==> config.mk <==
export PLATFORM = sky130hd
export DESIGN_NAME = evt_rec_packer
export DESIGN_NICKNAME = d
export VERILOG_FILES = /design/src/rtl/evt_rec_pkg.sv /design/src/rtl/evt_pend_arb.sv /design/src/rtl/rec_shifter.sv /design/src/rtl/wr_addr_ctr.sv /design/src/rtl/evt_rec_packer.sv
export SDC_FILE = /design/constraint.sdc
export NUM_CORES = 1
export LEC_CHECK = 0
export BUFFER_PORTS_ARGS = -buffer_cell sky130_fd_sc_hd__buf_2
export CORE_MARGIN = 4
export CORE_UTILIZATION = 50
export CTS_BUF_LIST = sky130_fd_sc_hd__clkbuf_4
export DETAILED_ROUTE_END_ITERATION = 16
export MAX_ROUTING_LAYER = met4
export PLACE_DENSITY = 0.8
export REMOVE_ABC_BUFFERS = 1
export SLEW_MARGIN = 20
export SYNTH_ARGS = -nofsm -noshare
export SYNTH_HDL_FRONTEND = slang
export SYNTH_SLANG_ARGS = --single-unit
==> constraint.sdc <==
create_clock -name clk_i -period 2.5 [get_ports clk_i]
set_input_delay 0.5 -clock clk_i [delete_from_list [all_inputs] [get_ports clk_i]]
set_output_delay 0.5 -clock clk_i [all_outputs]
set_load 0.1 [all_outputs]
==> src/rtl/evt_rec_pkg.sv <==
package evt_rec_pkg;
  localparam int unsigned BYTE_W    = 8;
  localparam int unsigned REC_BYTES = 4;
  localparam int unsigned REC_W     = BYTE_W * REC_BYTES;
endpackage

==> src/rtl/evt_pend_arb.sv <==
// Holds change requests and grants the lowest pending channel.
module evt_pend_arb #(
  parameter int unsigned N_CH = 4,
  localparam int unsigned CH_W = $clog2(N_CH)
) (
  input  logic            clk_i,
  input  logic            rst_ni,
  input  logic [N_CH-1:0] chg_i,
  input  logic            take_i,
  input  logic            drop_i,
  output logic            req_o,
  output logic [CH_W-1:0] ch_o
);
  logic [N_CH-1:0] pend_q, pend_all, grant;

  assign pend_all = pend_q | chg_i;
  assign req_o    = |pend_all;

  always_comb begin
    grant = '0;
    ch_o  = '0;
    for (int i = N_CH - 1; i >= 0; i--) begin
      if (pend_all[i]) begin
        grant    = '0;
        grant[i] = 1'b1;
        ch_o     = CH_W'(i);
      end
    end
  end

  always_ff @(posedge clk_i or negedge rst_ni) begin
    if (!rst_ni)      pend_q <= '0;
    else if (drop_i)  pend_q <= '0;
    else if (take_i)  pend_q <= pend_all & ~grant;
    else              pend_q <= pend_all;
  end
endmodule

==> src/rtl/rec_shifter.sv <==
// Streams a loaded record out as bytes, top byte first.
module rec_shifter
  import evt_rec_pkg::*;
(
  input  logic              clk_i,
  input  logic              rst_ni,
  input  logic              load_i,
  input  logic [REC_W-1:0]  rec_i,
  input  logic              ready_i,
  output logic              valid_o,
  output logic              hs_o,
  output logic [BYTE_W-1:0] data_o
);
  localparam int unsigned IDX_W = $clog2(REC_BYTES);

  logic [REC_W-1:0] rec_q;
  logic [IDX_W-1:0] idx_q;
  logic             valid_q;
  logic             last;

  assign valid_o = valid_q;
  assign hs_o    = valid_q & ready_i;
  assign data_o  = rec_q[REC_W-1 -: BYTE_W];
  assign last    = (idx_q == IDX_W'(REC_BYTES - 1));

  always_ff @(posedge clk_i or negedge rst_ni) begin
    if (!rst_ni) begin
      rec_q   <= '0;
      idx_q   <= '0;
      valid_q <= 1'b0;
    end else if (load_i) begin
      rec_q   <= rec_i;
      idx_q   <= '0;
      valid_q <= 1'b1;
    end else if (hs_o) begin
      rec_q   <= rec_q << BYTE_W;
      idx_q   <= idx_q + 1'b1;
      if (last) valid_q <= 1'b0;
    end
  end
endmodule

==> src/rtl/wr_addr_ctr.sv <==
// Byte write address and store-full detection.
module wr_addr_ctr
  import evt_rec_pkg::*;
#(
  parameter int unsigned STORE_BYTES = 8192,
  localparam int unsigned ADDR_W = $clog2(STORE_BYTES),
  localparam int unsigned CNT_W  = ADDR_W + 1
) (
  input  logic              clk_i,
  input  logic              rst_ni,
  input  logic              inc_i,
  output logic [ADDR_W-1:0] addr_o,
  output logic              full_o
);
  localparam logic [CNT_W-1:0] LAST_START = CNT_W'(STORE_BYTES - REC_BYTES);

  logic [CNT_W-1:0] cnt_q;

  always_ff @(posedge clk_i or negedge rst_ni) begin
    if (!rst_ni)    cnt_q <= '0;
    else if (inc_i) cnt_q <= cnt_q + 1'b1;
  end

  assign addr_o = cnt_q[ADDR_W-1:0];
  assign full_o = (cnt_q > LAST_START);
endmodule

==> src/rtl/evt_rec_packer.sv <==
module evt_rec_packer
  import evt_rec_pkg::*;
#(
  parameter int unsigned N_CH        = 4,
  parameter int unsigned TS_W        = 32,
  parameter int unsigned STORE_BYTES = 8192,
  localparam int unsigned CH_W   = $clog2(N_CH),
  localparam int unsigned TS_KEEP = REC_W - CH_W,
  localparam int unsigned ADDR_W = $clog2(STORE_BYTES)
) (
  input  logic              clk_i,
  input  logic              rst_ni,
  input  logic [N_CH-1:0]   chg_i,
  input  logic [TS_W-1:0]   secs_i,
  output logic              byte_valid_o,
  input  logic              byte_ready_i,
  output logic [BYTE_W-1:0] byte_data_o,
  output logic [ADDR_W-1:0] byte_addr_o,
  output logic              busy_o,
  output logic              full_o
);
  logic             req, take, hs, full;
  logic [CH_W-1:0]  ch;
  logic [REC_W-1:0] rec;

  evt_pend_arb #(.N_CH(N_CH)) i_arb (
    .clk_i  (clk_i),
    .rst_ni (rst_ni),
    .chg_i  (chg_i),
    .take_i (take),
    .drop_i (full),
    .req_o  (req),
    .ch_o   (ch)
  );

  // busy_o doubles as the "record in flight" state
  assign take = req & ~busy_o & ~full;
  assign rec  = {ch, secs_i[TS_KEEP-1:0]};

  rec_shifter i_shift (
    .clk_i   (clk_i),
    .rst_ni  (rst_ni),
    .load_i  (take),
    .rec_i   (rec),
    .ready_i (byte_ready_i),
    .valid_o (busy_o),
    .hs_o    (hs),
    .data_o  (byte_data_o)
  );

  wr_addr_ctr #(.STORE_BYTES(STORE_BYTES)) i_addr (
    .clk_i  (clk_i),
    .rst_ni (rst_ni),
    .inc_i  (hs),
    .addr_o (byte_addr_o),
    .full_o (full)
  );

  assign byte_valid_o = busy_o;
  assign full_o       = full;
endmodule

==> impl_results.md <==
* Status: finished clean
* CP cell instances: inv_1 > ha_1 > nor2b_1 > nand4bb_4 > nand2b_2 > buf_12
* Most frequent cells in the layout: buf_2, dfrtp_1, and3_1, a221o_1, nand2_1
* Final antenna-violating net count at 0
* RePlAce Congestion at around 0.75
* R2R Setup Slk at 300 ps
* Worst reg2reg startpoint: i_addr.cnt_q[8]
* Post-route insts no fill at about 340
* Largest net degree at the start of global routing at 41
* Pre-antenna DRT Iters at 4
* Max stage delay cell, worst path: dfrtp_1
* PD cells at between 1000 and 1500 nW/um2
* Clock buffer depth at 2
* Buf/Inv on CP at 2
* Vias in the first global route at ~1800
* Worst path required time at approximately 2000 ps
* HPWL after DPL at 3.52 mm
* P_int at 1.84 mW
* Total length of routed wires at 5.15 mm
* RSZ-0062 raised after global routing: no
* DRC at 0
* RR Endpoint: i_shift.rec_q[30]
* 1st-iter DRT viols at 54
* Core Area at about 4800 um2
* Rel. slew slack at 0.386
* Maximum vdd drop at 0.000743 V
* CP max FO at 7
* First-pass GRT wire length at 8.38 mm
* CP max stage delay at ~420 ps
* Post-synth top area share at 0.521
* H-tree Lvls at 2
* Die area at approximately 6300 um2
* Avg Synthesized Cell Area at roughly 11 um2
* Clock sink total at 53
* Slew Limit Fails at 0
* Family with the most delay on the worst path: simple AND/OR/NAND/NOR gates
* Initial antenna violation count at 0
* Clock Power Share at 0.134
* Net Sw Frac at 0.488
* CTS tree: built
* Top achievable clock speed at 430 MHz
* Setup-failing EPs final at 0
* R2r worst-path depth at 5
* Utilization after layout at 0.592
* DP Cell Count at approximately 330
* Global route overflow at 0
* Max Cap Violations at 0
* Commonest non-fill, non-tap cell in the layout: buf_2
* Row count at 25
* Sequential area share after synthesis at 0.521
* Largest cells by area after synthesis: dfrtp_1, a221o_1, buf_4, and3_1, xnor2_1
* Setup TNS at 0 ps
* Leakage at 1.44 nW
* GRT Resource Usage Total at 0.173
* CTS buffer count at 5
* Worst Tran Pin Value at between 900 and 1000 ps
* Vias/cell at around 5.4
* Setup Crit Path Kind: reg2out
* Synthesized cell area at approximately 2500 um2
* Die span in y at 79.4 um
* Flop pwr share at 0.381
* Worst Hold Class: in2async
* Comb power frac at 0.486
* Total chip power at 3.59 mW
* ANT cells at 0
* Chip width at 79.4 um
* CP arrival at ~1800 ps
* Clock Skew at between 8 and 9 ps
* Area leader, netlist: dfrtp_1
* CTS root buf: clkbuf_4
* CP Launch Type: flip-flop
* Crit path capture type: output port
* I/O Buffers at 60
* Area grow syn2layout at 12.0%
* Tcrit/Tclk final at 0.930
* Cells after Synth at 230
* Nets at about 310
* Stages on the worst setup path at 6
* Ports at between 60 and 70
* Synth cell types at 33
* Clk_lat worst skew at approximately 370 ps
* Clock Pin Slew Worst Setup and Hold Paths at ~140 ps
* Hold Fails Final Rpt at 0
* Register bit total from synthesis at 53
* Drt wl/cell at 15.3 um
* Final min period at 2320 ps
* YS warnings at 0
* Routed vias at approximately 1800
* Layout cells sized above 1 at 0.300
* Switching power at about 1.7 mW
* Initial Utilization at 0.529
## registers in the layout (all words and copies together) (netlist names)
register / cells
i_shift.valid_o: 1
i_addr.cnt_q: 14
i_shift.rec_q: 32
i_arb.pend_q: 4
i_shift.idx_q: 2
## cells by family after synthesis
family | after synthesis | share of synthesized area
simple gates | 78 | 0.176
fa+ha+maj | 3 | 0.0147
compound gates | 39 | 0.124
flops | 53 | 0.521
mux | 4 | 0.0157
buf+inv | 39 | 0.101
xor+xnor | 14 | 0.0482
## worst max path at each step
| stage | start | endpoint | slack (ps) |
|---|---|---|---|
| 3_3_place_gp | chg_i[1] | i_shift.rec_q[30] | 220 |
| 4_1_cts | i_addr.cnt_q[0] | full_o | 60 |
| 5_1_grt | i_addr.cnt_q[0] | full_o | 20 |
| 2_1_floorplan | i_shift.valid_o | i_shift.rec_q[10] | -1060 |
| 6_report | i_addr.cnt_q[0] | full_o | 180 |
| 3_5_place_dp | chg_i[1] | i_shift.rec_q[30] | 190 |
## layer usage
layer  global-route usage  up-vias  part of all wire
met5                    -        -                 0
met4               0.0464        0             0.012
met3               0.0374        8             0.067
met2                0.269       58              0.45
met1                0.231      863              0.47
li1                     -      885                 -
## worst reg2reg max path: stages, from the launching register on
cell and delay, ps:
dfrtp_1 460, and4_1 270, nand4bb_4 160, and2_1 750, buf_4 310, mux2i_1 190
## power by group through the flow
stage                     clock, mW  combinational, mW  sequential [mW]
after floorplan                   0              0.523             2.22
after global placement            0               1.73             1.37
after detailed placement          0               1.75             1.38
after CTS                     0.491               1.76             1.37
after global routing          0.522               1.85             1.41
final                         0.479               1.74             1.37
## stage by stage
| step | hold slack, ps | setup WS [ps] | area [um2] |
|---|---|---|---|
| final | 233 | 176 | 2850 |
| after global placement | 478 | 224 | 2770 |
| after global routing | 286 | 19.8 | 2850 |
| after floorplan | 204 | -1060 | 2300 |
| after CTS | 252 | 60.5 | 2850 |
| after detailed placement | 485 | 193 | 2770 |
## cell usage after synthesis
library cell  number
dfrtp_1           53
buf_4             22
a221o_1           21
and3_1            21
nand2_1           19
nand3_1           13
xnor2_1           12
o21ai_0           11
clkbuf_1           8
nor2_1             7
buf_2              4
mux2i_1            4
nor3_1             4
buf_6              3
ha_1               3
nand4_1            3
a21oi_1            2
and2_1             2
inv_1              2
nor2b_1            2
xor2_1             2
a211oi_1           1
a21o_1             1
a311oi_1           1
and4_1             1
nand2b_1           1
nand4_2            1
nand4bb_4          1
nor3b_1            1
nor4_1             1
nor4_4             1
o31ai_1            1
o32ai_1            1
## area by class of cell
type                            instances  area, um2
Fill cell                             436       1970
Sequential cell                        53       1330
Multi-Input combinational cell        138        972
Timing Repair Buffer                   69        383
Tap cell                               67       83.8
Clock buffer                            6       45.0
Clock inverter                          2       33.8
Inverter                                2       7.51
## repair_timing
| item | 4_1_cts | 5_1_grt |
|---|---|---|
| endpoints found under the setup margin | 0 | 1 |
| setup buffers | 0 | 0 |
| resized for setup | 0 | 1 |
| hold endpoints to repair | 0 | 0 |
| hold buffers | 0 | 0 |
Power figures use the tool's default switching activity.
